--- src/rtl/clk_stop_gate.sv ---
module clk_stop_gate #(
  parameter int N_OUT       = 4,
  parameter int SYNC_STAGES = 2,
  parameter int OFF_LAT     = 1,
  parameter int ON_LAT      = 3,
  parameter int MIN_ON      = 10
) (
  input  logic             clk,
  input  logic             rst_n,
  input  logic             tick,
  input  logic             stop_pin_n,
  input  logic             sw_stop_n,
  input  logic             src_hw,
  input  logic [N_OUT-1:0] free_run,
  input  logic [N_OUT-1:0] out_en,
  output logic [N_OUT-1:0] clk_out
);
  localparam int LAT_MAX = (OFF_LAT > ON_LAT) ? OFF_LAT : ON_LAT;
  localparam int LW      = $clog2(LAT_MAX + 1);
  localparam int MW      = $clog2(MIN_ON + 1);

  logic [SYNC_STAGES-1:0] sync_q;
  logic                   ph_q, gate_q;
  logic [LW-1:0]          lat_q;
  logic [MW-1:0]          min_q;

  logic          ph_d, gate_d, stop_req, rise_ev;
  logic [LW-1:0] lat_d;
  logic [MW-1:0] min_d;

  assign stop_req = src_hw ? ~sync_q[SYNC_STAGES-1] : ~sw_stop_n;
  assign rise_ev  = tick & ~ph_q;
  assign ph_d     = tick ? ~ph_q : ph_q;

  always_comb begin
    gate_d = gate_q;
    lat_d  = lat_q;
    min_d  = min_q;
    if (rise_ev) begin
      if (gate_q) begin
        if (stop_req) begin
          if (lat_q == LW'(OFF_LAT - 1) && min_q >= MW'(MIN_ON)) begin
            gate_d = 1'b0;
            lat_d  = '0;
          end else if (lat_q != LW'(OFF_LAT - 1)) begin
            lat_d = lat_q + 1'b1;
          end
        end else begin
          lat_d = '0;
        end
        if (gate_d && min_q != MW'(MIN_ON)) min_d = min_q + 1'b1;
      end else begin
        if (stop_req) begin
          lat_d = '0;
        end else if (lat_q == LW'(ON_LAT - 1)) begin
          gate_d = 1'b1;
          lat_d  = '0;
          min_d  = MW'(1);
        end else begin
          lat_d = lat_q + 1'b1;
        end
      end
    end
  end

  always_ff @(posedge clk) begin
    if (!rst_n) begin
      sync_q  <= '1;
      ph_q    <= 1'b0;
      gate_q  <= 1'b1;
      lat_q   <= '0;
      min_q   <= MW'(MIN_ON);
      clk_out <= '0;
    end else begin
      sync_q  <= {sync_q[SYNC_STAGES-2:0], stop_pin_n};
      ph_q    <= ph_d;
      gate_q  <= gate_d;
      lat_q   <= lat_d;
      min_q   <= min_d;
      clk_out <= out_en & {N_OUT{ph_d}} & (free_run | {N_OUT{gate_d}});
    end
  end

  a_r3_open_at_rise: assert property (@(posedge clk) disable iff (!rst_n)
    $rose(gate_q) |-> ph_q && $past(!ph_q));

  a_r2_close_at_rise: assert property (@(posedge clk) disable iff (!rst_n)
    $fell(gate_q) |-> ph_q && $past(!ph_q));

  a_r2_parked_low: assert property (@(posedge clk) disable iff (!rst_n)
    !gate_q |-> (clk_out & ~$past(free_run)) == '0);

  a_r7_free_follow: assert property (@(posedge clk) disable iff (!rst_n)
    ((clk_out ^ {N_OUT{ph_q}}) & $past(free_run & out_en)) == '0);

  a_r9_disabled_low: assert property (@(posedge clk) disable iff (!rst_n)
    (clk_out & ~$past(out_en)) == '0);

  a_r6_min_run: assert property (@(posedge clk) disable iff (!rst_n)
    $fell(gate_q) |-> $past(min_q) >= MW'(MIN_ON));

  a_r1_sync_idle: assert property (@(posedge clk) disable iff (!rst_n)
    $past(stop_pin_n) |-> sync_q[0]);
endmodule

--- config.mk ---
export PLATFORM = sky130hd
export DESIGN_NAME = clk_stop_gate
export DESIGN_NICKNAME = d
export VERILOG_FILES = /design/src/rtl/clk_stop_gate.sv
export SDC_FILE = /design/constraint.sdc
export NUM_CORES = 1
export LEC_CHECK = 0
export ABC_AREA = 0
export BUFFER_PORTS_ARGS = -buffer_cell sky130_fd_sc_hd__buf_2
export CORE_MARGIN = 5
export CORE_UTILIZATION = 25
export CTS_BUF_LIST = sky130_fd_sc_hd__clkbuf_16
export CTS_CLUSTER_DIAMETER = 100
export CTS_CLUSTER_SIZE = 24
export DETAILED_ROUTE_END_ITERATION = 10
export SKIP_LAST_GASP = 1
export SYNTH_ARGS = -nofsm -noshare
export SYNTH_HDL_FRONTEND = slang
export SYNTH_SLANG_ARGS = --single-unit
--- constraint.sdc ---
create_clock -name clk -period 2.1 [get_ports clk]
set_input_delay 0.315 -clock clk [delete_from_list [all_inputs] [get_ports clk]]
set_output_delay 0.315 -clock clk [all_outputs]
set_load 0.02 [all_outputs]
; ---- Word level (Yosys, flattened, before mapping)
; Cells that the tools add are included.
[op_classes]
n_bitwise = 7
n_addsub = 2
order_cmp = 1
muxes = 20
reduce_logical = 7
n_eq_ne = 5
[op_table]
columns = cell, n
row1 = 4-bit 2-to-1 mux, 4
row2 = 2-bit 2-to-1 mux, 6
row3 = 1-bit 2-to-1 mux, 10
row4 = 4-bit AND, 2
row5 = "4-bit by 1-bit adder with 4-bit output, second input constant", 1
row6 = "4-bit greater-or-equal comparator, second input constant", 1
row7 = "4-bit by 2-bit inequality test with 1-bit output, second input constant", 1
row8 = "4-bit inequality test, second input constant", 1
row9 = 4-bit OR, 1
row10 = 4-bit AND reduction, 1
row11 = 2-bit nonzero test, 2
row12 = 1-bit NOT, 3
row13 = "2-bit by 1-bit adder with 2-bit output, second input constant", 1
row14 = "2-bit equality test, second input constant", 1
row15 = 1-bit logical AND, 2
row16 = 2-bit zero test, 1
row17 = "2-bit by 1-bit inequality test with 1-bit output, second input constant", 1
row18 = "2-bit inequality test, second input constant", 1
row19 = 2-bit AND reduction, 1
row20 = 1-bit AND, 1
[totals]
reg_bits = 14
inputBits = 14
output_inout_bits = 4

; ---- Logic depth before layout (Yosys ltp)
; Gate-level depths: netlist (run 1).
[depth]
depth_word = 10
mapped_depth = 6
mapped_depth_nobuf = 6

; ---- Least setup slack after synthesis (run 1)
; No wires, ideal clock.
[synth_path]
path_type = flip-flop to flip-flop
startpoint = register min_q[0]
endpoint = register min_q[2]
path_stages_with_launch = 7
required_time_ps = 2030
arrival_ps = 1575
period_less_slack_ps = 1645
setup_slack_ps = 455
setup_ps = 70
cell_sequence = dfxtp_1 > inv_1 > ha_1 > o311ai_4 > a21oi_2 > or4_1 > a21oi_1
[synth_via]
elab_chain_len = 9
[synth_lines]
columns = item, line
row1 = start: declaration, 25  ; logic [MW-1:0] min_q;
row2 = start signal: assignment, 72  ; min_q <= MW'(MIN_ON);
row3 = start signal: assignment, 79  ; min_q <= min_d;
row4 = 4-bit greater-or-equal comparator, 42  ; if (lat_q == LW'(OFF_LAT - 1) && min_q >= MW'(MIN_ON)) begin
row5 = 1-bit logical AND, 42
row6 = 1-bit 2-to-1 mux, 42
row7 = 1-bit 2-to-1 mux, 41  ; if (stop_req) begin
row8 = 1-bit 2-to-1 mux, 40  ; if (gate_q) begin
row9 = 1-bit 2-to-1 mux, 39  ; if (rise_ev) begin
row10 = 1-bit logical AND, 51  ; if (gate_d && min_q != MW'(MIN_ON)) min_d = min_q + 1'b1;
row11 = 2-bit by 1-bit inequality test with 1-bit output (no line), n/a
row12 = 4-bit AND reduction (no line), n/a
; Parallel ways exist; a longest one is shown, timed or not. The select of a mux whose other input is x is not followed.
; A chain may end at the register's enable or synchronous reset.

; ---- Worst setup path in the final report (run 1)
; Ends and elaborated chain as after synthesis.

==> results of run 1 <==
[worst min-delay path by stage]
stage / start / endpoint / slack, ns / cells past startpoint
after floorplan: sync_q[0] / sync_q[1] / 0.39 / 1
after global placement: sync_q[0] / sync_q[1] / 0.40 / 1
after detailed placement: sync_q[0] / sync_q[1] / 0.40 / 1
after CTS: stop_pin_n / sync_q[0] / 0.26 / 2
after global routing: stop_pin_n / sync_q[0] / 0.28 / 2
final: stop_pin_n / sync_q[0] / 0.26 / 2
[power by group through the flow]
| stage | registers (mW) | clock network [mW] | logic, mW |
|---|---|---|---|
| floorplan | 0.306 | 0 | 0.0817 |
| global placement | 0.303 | 0 | 0.118 |
| detailed placement | 0.304 | 0 | 0.120 |
| CTS | 0.299 | 0.370 | 0.121 |
| global route | 0.302 | 0.382 | 0.136 |
| finish | 0.299 | 0.361 | 0.121 |
[state kept, by name (all words and copies together), names as in the netlist]
name,cells
sync_q,2
ph_q,1
lat_q,2
min_q,4
clk_out,4
gate_q,1
[layout make-up]
class / instances / share of cell area
multi-input cells: 52 / 0.4409
flip-flops and latches: 14 / 0.3077
repair buffers: 17 / 0.09341
clock buffers: 3 / 0.08242
well taps: 31 / 0.04258
inverters: 7 / 0.02885
clock inverters: 1 / 0.004121
[cell families after synthesis]
family          count (synthesis)  share of synthesized area
flops                          14                     0.3937
simple gates                   19                     0.1477
compound gates                 25                     0.2812
buf+inv                         8                    0.04218
mux                             2                    0.02988
fa+ha+maj                       6                     0.1054
[layer usage]
layer	vias up	global-route usage	part of all wire
met5	-	0	0
met1	277	0.09560	0.48
li1	316	-	-
met2	26	0.1104	0.41
met3	2	0.03375	0.091
met4	0	0.02857	0.011
[placed cells by master, fill, tap and decap left out, types with 2 or more instances in the layout]
cell type                   instances
sky130_fd_sc_hd__a21oi_1            4
sky130_fd_sc_hd__buf_2             17
sky130_fd_sc_hd__clkbuf_16          3
sky130_fd_sc_hd__dfxtp_1           14
sky130_fd_sc_hd__ha_1               6
sky130_fd_sc_hd__inv_1              7
sky130_fd_sc_hd__nand2_1            5
sky130_fd_sc_hd__nand2b_1           3
sky130_fd_sc_hd__nand3_1            2
sky130_fd_sc_hd__nor2_1             2
sky130_fd_sc_hd__o211a_1            4
sky130_fd_sc_hd__o21ai_0            6
sky130_fd_sc_hd__o311a_1            2
sky130_fd_sc_hd__o31ai_1            3
[metrics by stage]
step | instance area (um^2) | total power, mW | utilization | worst slack [ns] | hold WS [ns]
global placement | 832.0 | 0.4218 | 0.3043 | 0.3964 | 0.4036
floorplan | 711.9 | 0.3872 | - | 0.4550 | 0.3863
CTS | 910.9 | 0.7900 | 0.3332 | 0.3452 | 0.2610
detailed placement | 832.0 | 0.4243 | 0.3043 | 0.3581 | 0.4020
global route | 910.9 | 0.8202 | 0.3332 | 0.2673 | 0.2813
finish | 910.9 | 0.7808 | 0.3332 | 0.3367 | 0.2557
==> results, run 1 <==
- The routed length per instance is 11.66 um.
- The vertical die dimension is 63.37 um.
- The total negative slack for setup checks is 0 ns.
- The largest net degree at the start of global routing is 16.
- During placement, the flow inserted port buffers numbering 17.
- The total wire length is 1458 um.
- After global routing the overflow that remains totals 0.
- The initial antenna violation count is 0.
- The number of antenna diodes is 0.
- The via count is 621.
- Of the total power, the share spent switching nets is 0.2452.
- The signal on the critical path passes through inv_1, ha_1, o311ai_4, a21oi_2, or4_1, a21oi_1.
- Of all flip-flops after synthesis, the portion carrying an async set or reset was 0.
- The overall routing resource usage is 0.07521.
- STA classifies the critical path endpoint as a flip-flop.
- The number of placement rows is 19.
- The worst IR drop on VDD is 0.0006617 V.
- The first element of the critical path is min_q[0].
- The slowest stage cell on the critical path is sky130_fd_sc_hd__or4_1.
- The number of buffers inserted by post-CTS setup repair is 0.
- The logic depth of the worst register-to-register path is 6.
- For this block, the initial DRC count from the detailed router was 7.
- The area overhead of the layout relative to synthesis is 27.94%.
- The number of hold violations in the final report was 0.
- The transition at the pin with the smallest max-transition slack is 0.4610 ns.
- For this design, the sink count on the clock tree is 14.
- The congestion estimate from routability-driven global placement came to 0.7289.
- The count of flip-flops with a built-in enable after synthesis is 0.
- The die is 63.37 um wide.
- The clock group share of total power is 0.463.
- The area of combinational cells with multiple inputs is 401.6 um^2.
- Among all flip-flop cells after synthesis, the most frequent one is sky130_fd_sc_hd__dfxtp_1.
- The clock skew is approximately 0.0057 ns.
- The most common cell in the synthesized netlist is sky130_fd_sc_hd__dfxtp_1.
- The worst setup path is of the reg2reg kind.
- The area share of the leading cell type in the synthesized netlist is 0.3937.
- By count the netlist is led by sky130_fd_sc_hd__dfxtp_1 (14), sky130_fd_sc_hd__inv_1 (7), sky130_fd_sc_hd__ha_1 (6), sky130_fd_sc_hd__o21ai_0 (6), sky130_fd_sc_hd__nand2_1 (5).
- The number of detailed-route iterations in the first pass is 4.
- For this run, the register share of the synthesized area comes to 0.3937.
- In this run the critical register-to-register path is captured at min_q[2].
- Setup violations remaining at the end of the flow were counted as 0.
- The mapped netlist covers 711.9 um^2.
- The type of origin of the critical path is a flip-flop.
- The area taken by flip-flops and latches is 280.3 um^2.
- The share of total power dissipated in sequential elements is 0.383.
- The run finished with clean final reports.
- STA puts the critical path data required time at 2.28 ns.
- Counting buffers and inverters, the worst setup path is 6 cells deep.
- The tool flagged a number of max-cap violations equal to 0.
- The number of nets in the synthesized netlist is 94.
- The worst flop-to-flop path startpoint is min_q[0].
- The number of standard cells in the final layout excluding fillers is ~130.
- Headroom to the max-slew limit came out at 0.6913.
- The critical path capture point is min_q[2].
- Power spread over the standard cell area amounts to about 860 mW/mm^2.
- The number of routed nets with antenna violations is 0.
- Summed over all nets, the half-perimeter wirelength after detailed placement is approximately 1100 um.
- For this design the static power due to leakage is 0.4140 nW.
- In this run the worst hold path is classified as in2reg.
- The number of buffers and inverters on the critical path is 1.
- The first global-routing pass estimated roughly 2500 um of wire.
- Once placement completed, the tool counted placed cells totaling 121.
- In this run, CTS created clock tree buffers numbering 3.
- The number of top-level pins is 18.
- The critical path's largest stage delay is 0.48 ns.
- The analysis attributes to net switching a power of 0.1915 mW.
- The final cycle utilization of the critical path is 0.8396.
- The area inside the core boundary is 0.002734 mm^2.
- Of the cells placed in the final design, the portion with a size suffix greater than 1 is 0.2553.
- After synthesis, the cell types taking the most area are sky130_fd_sc_hd__dfxtp_1 (39%), sky130_fd_sc_hd__ha_1 (11%), sky130_fd_sc_hd__o211a_1 (5.6%).
- The average instance in the mapped netlist occupies 9.621 um^2.
- The hold buffer count at cts is 0.
- The synthesized design contains 14 register bits.
- The smallest clock period supported by the final layout is computed as roughly 1.8 ns.
- The via count of the first global-routing pass is 600.
- The insertion delay of the later-clocked pin in the worst-skew pair is 0.24 ns.
- No sink is reached through more buffers than the 2 on the longest clock path.
- Along the worst path, the maximum fanout reaches 6.
- The combinational cell fraction of total power is 0.155.
- In this run the number of H-tree levels came out at 1.
- The count of cell types in the netlist is 28.
- The remaining routing DRC violations is 0.
- The number of nets in the finished design is 115.
- The layout has roughly 260 filler cells.
- The final count of pins violating max slew was 0.
- For the worst setup path, the data arrival time is between 1.5 and 2 ns.
- The largest area contributor in the netlist is sky130_fd_sc_hd__dfxtp_1.
- Synthesis handed over a netlist of 74 instances.
- The internal portion of the total power is approximately 0.59 mW.
- The setup slack on the worst flop-to-flop path is around 0.34 ns.
- For this configuration, the core starts out at a cell density of 0.2604.
- The CTS tree is done.
- Clock tree synthesis selected as its root buffer the cell sky130_fd_sc_hd__clkbuf_16.
- Dividing the detail-routed via count by the number of cells gives 4.968.
- The timing-limited maximum frequency is between 500 and 600 MHz.
- Clock-pin slew was measured on the worst setup and hold paths at 0.05 ns.
- The area of the die is 0.004015 mm^2.
- The category of cells accounting for the largest share of critical-path delay is compound AO/OA/AOI/OAI gates.
- Setup repair after global routing left no endpoint under its margin.
- The number of gates resized after CTS was 0.
- For this run, the number of Yosys warnings is 0.
(Power assumes the default switching activity.)
==> run 2: changes to the inputs <==
==> constraint.sdc (replaced) <==
create_clock -name clk -period 1.8 [get_ports clk]
set_input_delay 0.27 -clock clk [delete_from_list [all_inputs] [get_ports clk]]
set_output_delay 0.27 -clock clk [all_outputs]
set_load 0.02 [all_outputs]
==> run 2 against run 1 <==
Net effect: count of clock-buffer cells in the layout stayed put; wire length grew 12%; first-iteration DRC count increased by 57%; global-route usage is 1.5 points higher; critical path depth did not move; worst setup slack worse by 0.30 ns; flip-flop and latch count unchanged; sequential share of layout area shrank 0.58 points; sequential power is 16% higher; largest power group unchanged; highest routed layer unchanged; combinational power rose by 31%; clock power rose by 15%; via count rose by 3.4%.
==> results, run 2 (synthesis gave the netlist of run 1 again) <==
- The flow ran to the end, and the final reports show no timing, DRC or antenna violations.
- Of all nets on the critical path, the largest fanout is 6.
- The library cells used most frequently in the layout, excluding fill and tap cells, are sky130_fd_sc_hd__buf_2 (17), sky130_fd_sc_hd__dfxtp_1 (14), sky130_fd_sc_hd__inv_1 (7).
- The critical path capture point is min_q[2].
- The transition at the pin with the smallest max-transition slack is between 0.4 and 0.5 ns.
- The largest single stage delay on the critical path is 0.48 ns.
- The leftover overflow at the end of global routing is 0.
- TritonCTS created 3 clock buffers.
- For this block, the via count after detailed routing is ~640.
- STA puts the critical path data arrival time at between 1.5 and 2 ns.
- The number of standard cells in the final layout excluding fillers is 125.
- The number of detailed-route iterations in the first pass is 4.
- In the final timing run, aggregate negative setup slack is 0 ns.
- The logic depth of the worst register-to-register path is 6.
- The CTS tree is done.
- The clock group share of total power is 0.450.
- The die covers between 0.004 and 0.005 mm^2.
- The routed design has 1637 um of wire.
- Entering global routing, the biggest net connects 16 pins.
- The worst register-to-register path ends at min_q[2].
- The initial antenna violation count came to 0.
- The leakage power of the design is 0.4179 nW.
- The core occupancy in the finished layout is 0.3396.
- After the last flow step, the layout net total stands at between 100 and 150.
- After clock tree synthesis, the clock-pin slew on the worst setup and hold paths is 0.05 ns.
- The number of hold violations in the final report is 0.
- Data on the critical path is required at its endpoint by 1.98 ns.
- The clock passes through at most 2 buffers.
- Of the total power, the share spent switching nets is 0.2485.
- The number of routed nets with antenna violations is 0.
- The via count of the first global-routing pass was 681.
- The headroom to the max-slew limit is 0.6787.
- The combined buffer and inverter count along the critical path is 1.
- The worst flop-to-flop path startpoint is min_q[0].
- The vertical die dimension is between 60 and 70 um.
- The number of top-level pins is 18.
- Across the VDD grid, the largest voltage drop is 0.0006152 V.
- The number of antenna diodes is 0.
- From left edge to right edge, the die measures 63.37 um.
- The first global-routing pass estimated 2884 um of wire.
- After clock tree synthesis, the flow added hold-fix buffers numbering 0.
- The root buffer cell is sky130_fd_sc_hd__clkbuf_16.
- Cell internal power was estimated by the tool at 0.6911 mW.
- After detailed routing, the average wire length per cell comes to ~13 um.
- The power share of the sequential group is 0.378.
- The largest registers in the layout are clk_out: 4 flops, min_q: 4 flops.
- Setup violations remaining at the end of the flow were counted as 0.
- The first element of the critical path is min_q[0].
- Traced cell by cell, the critical path runs through inv_1, ha_2, o311ai_4, a21oi_4, or4_1, a21oi_1.
- Of the available clock period, the critical path in the final layout requires 0.9814.
- Power comes to 0.9196 mW.
- Counting buffers and inverters, the worst setup path is 6 cells deep.
- The setup slack on the worst flop-to-flop path is 0.03 ns.
- Along the worst hold path, the cell count comes to 2.
- Dividing total power by cell area gives a power density of between 900 and 1000 mW/mm^2.
- Hold timing on the final database bottoms out at a slack of 0.2108 ns.
- The critical path is of the reg2reg type.
- The category of cells accounting for the largest share of critical-path delay is compound AO/OA/AOI/OAI gates.
- The via density per instance is approximately 5.1.
- The critical path capture point type is a flip-flop.
- The half-perimeter wire length after detailed placement is 1212 um.
- The violation count after the first detailed-routing iteration is 11.
- Subtracting the final worst setup slack from the clock period gives 1.767 ns.
- Counting tap cells, the placed design contains a total of ~120 instances.
- Among all stages on the critical path, the largest delay is contributed by sky130_fd_sc_hd__or4_1.
- The remaining routing DRC violations is 0.
- The min-delay analysis places its worst path in the category in2reg.
- For this configuration, the core starts out at a cell density of 0.2604.
- The tool flagged a number of max-cap violations equal to 0.
- For the final database, setup skew stands at 0.001802 ns.
- The floorplan has 19 rows.
- STA classifies the critical path startpoint as a flip-flop.
- The insertion delay of the later-clocked pin in the worst-skew pair is 0.24 ns.
- The floorplan step defined a core boundary enclosing 0.002734 mm^2.
- Setup repair after global routing could not meet its margin everywhere.
- Derived from the worst setup path, the maximum achievable clock frequency is 566.1 MHz.
- The clock net in this run drives a total of 14 sinks.
- Leaving out fill and tap cells, the most frequent cell in the layout is sky130_fd_sc_hd__buf_2.
- The final count of pins violating max slew is 0.
- The port buffer count is 17.
- The switching power is ~0.23 mW.
- The fraction of layout cells with a size suffix above 1 is 0.2872.
- CTS built an H-tree with a depth of 1.
- In the global route stage, overall resource usage came out at 0.09011.
- The area overhead of the layout relative to synthesis is 30.40%.
- The final RePlAce weighted congestion is 0.8658.
- The combinational cell fraction of total power is 0.172.
[run 2: cell count changes in the layout (fill, tap and decap cells not counted), sizes merged]
cell and change:
clkinv -1, buf +1
[run 2: power by group through the flow]
stage | clock network [mW] | registers (mW) | logic (mW)
after floorplan | 0 | 0.356 | 0.0953
after global placement | 0 | 0.351 | 0.144
after detailed placement | 0 | 0.352 | 0.150
after CTS | 0.425 | 0.346 | 0.154
after global routing | 0.446 | 0.350 | 0.180
final | 0.414 | 0.348 | 0.159
[run 2: timing repair]
action,4_1_cts,5_1_grt
setup buffers,0,0
pin swaps,0,1
setup endpoints to repair,1,6
resized for setup,1,2
[run 2: worst reg2reg max path: stages (launching register included)]
cell and delay (ns):
sky130_fd_sc_hd__dfxtp_1 0.35, sky130_fd_sc_hd__inv_1 0.08, sky130_fd_sc_hd__ha_2 0.22, sky130_fd_sc_hd__o311ai_4 0.30, sky130_fd_sc_hd__a21oi_4 0.12, sky130_fd_sc_hd__or4_1 0.48, sky130_fd_sc_hd__a21oi_1 0.14
[run 2: final cells by class]
type / instances / area (um^2)
Multi-Input combinational cell: 52 / 415.4
Sequential cell: 14 / 280.3
Inverter: 7 / 26.28
Tap cell: 31 / 38.79
Fill cell: 274 / 1805
Timing Repair Buffer: 18 / 92.59
Clock buffer: 3 / 75.07
[run 2: metal layers]
metal	track usage	wire, um
met2	0.1358	725
met3	0.03375	121
met4	0.05974	56
met1	0.1050	733
met5	0	0
[run 2: worst min-delay path by stage]
| stage | endpoint | slack, ns | from |
|---|---|---|---|
| floorplan | min_q[3] | 0.34 | rst_n |
| global placement | sync_q[1] | 0.39 | sync_q[0] |
| detailed placement | sync_q[1] | 0.40 | sync_q[0] |
| CTS | sync_q[0] | 0.21 | stop_pin_n |
| global route | sync_q[0] | 0.24 | stop_pin_n |
| finish | sync_q[0] | 0.21 | stop_pin_n |
[run 2: per-stage QoR]
step,instance area [um^2],worst slack [ns]
finish,928.4,0.03340
global route,928.4,-0.06107
CTS,917.1,0.05240
detailed placement,839.6,0.001380
global placement,839.6,0.09688
floorplan,711.9,0.1550
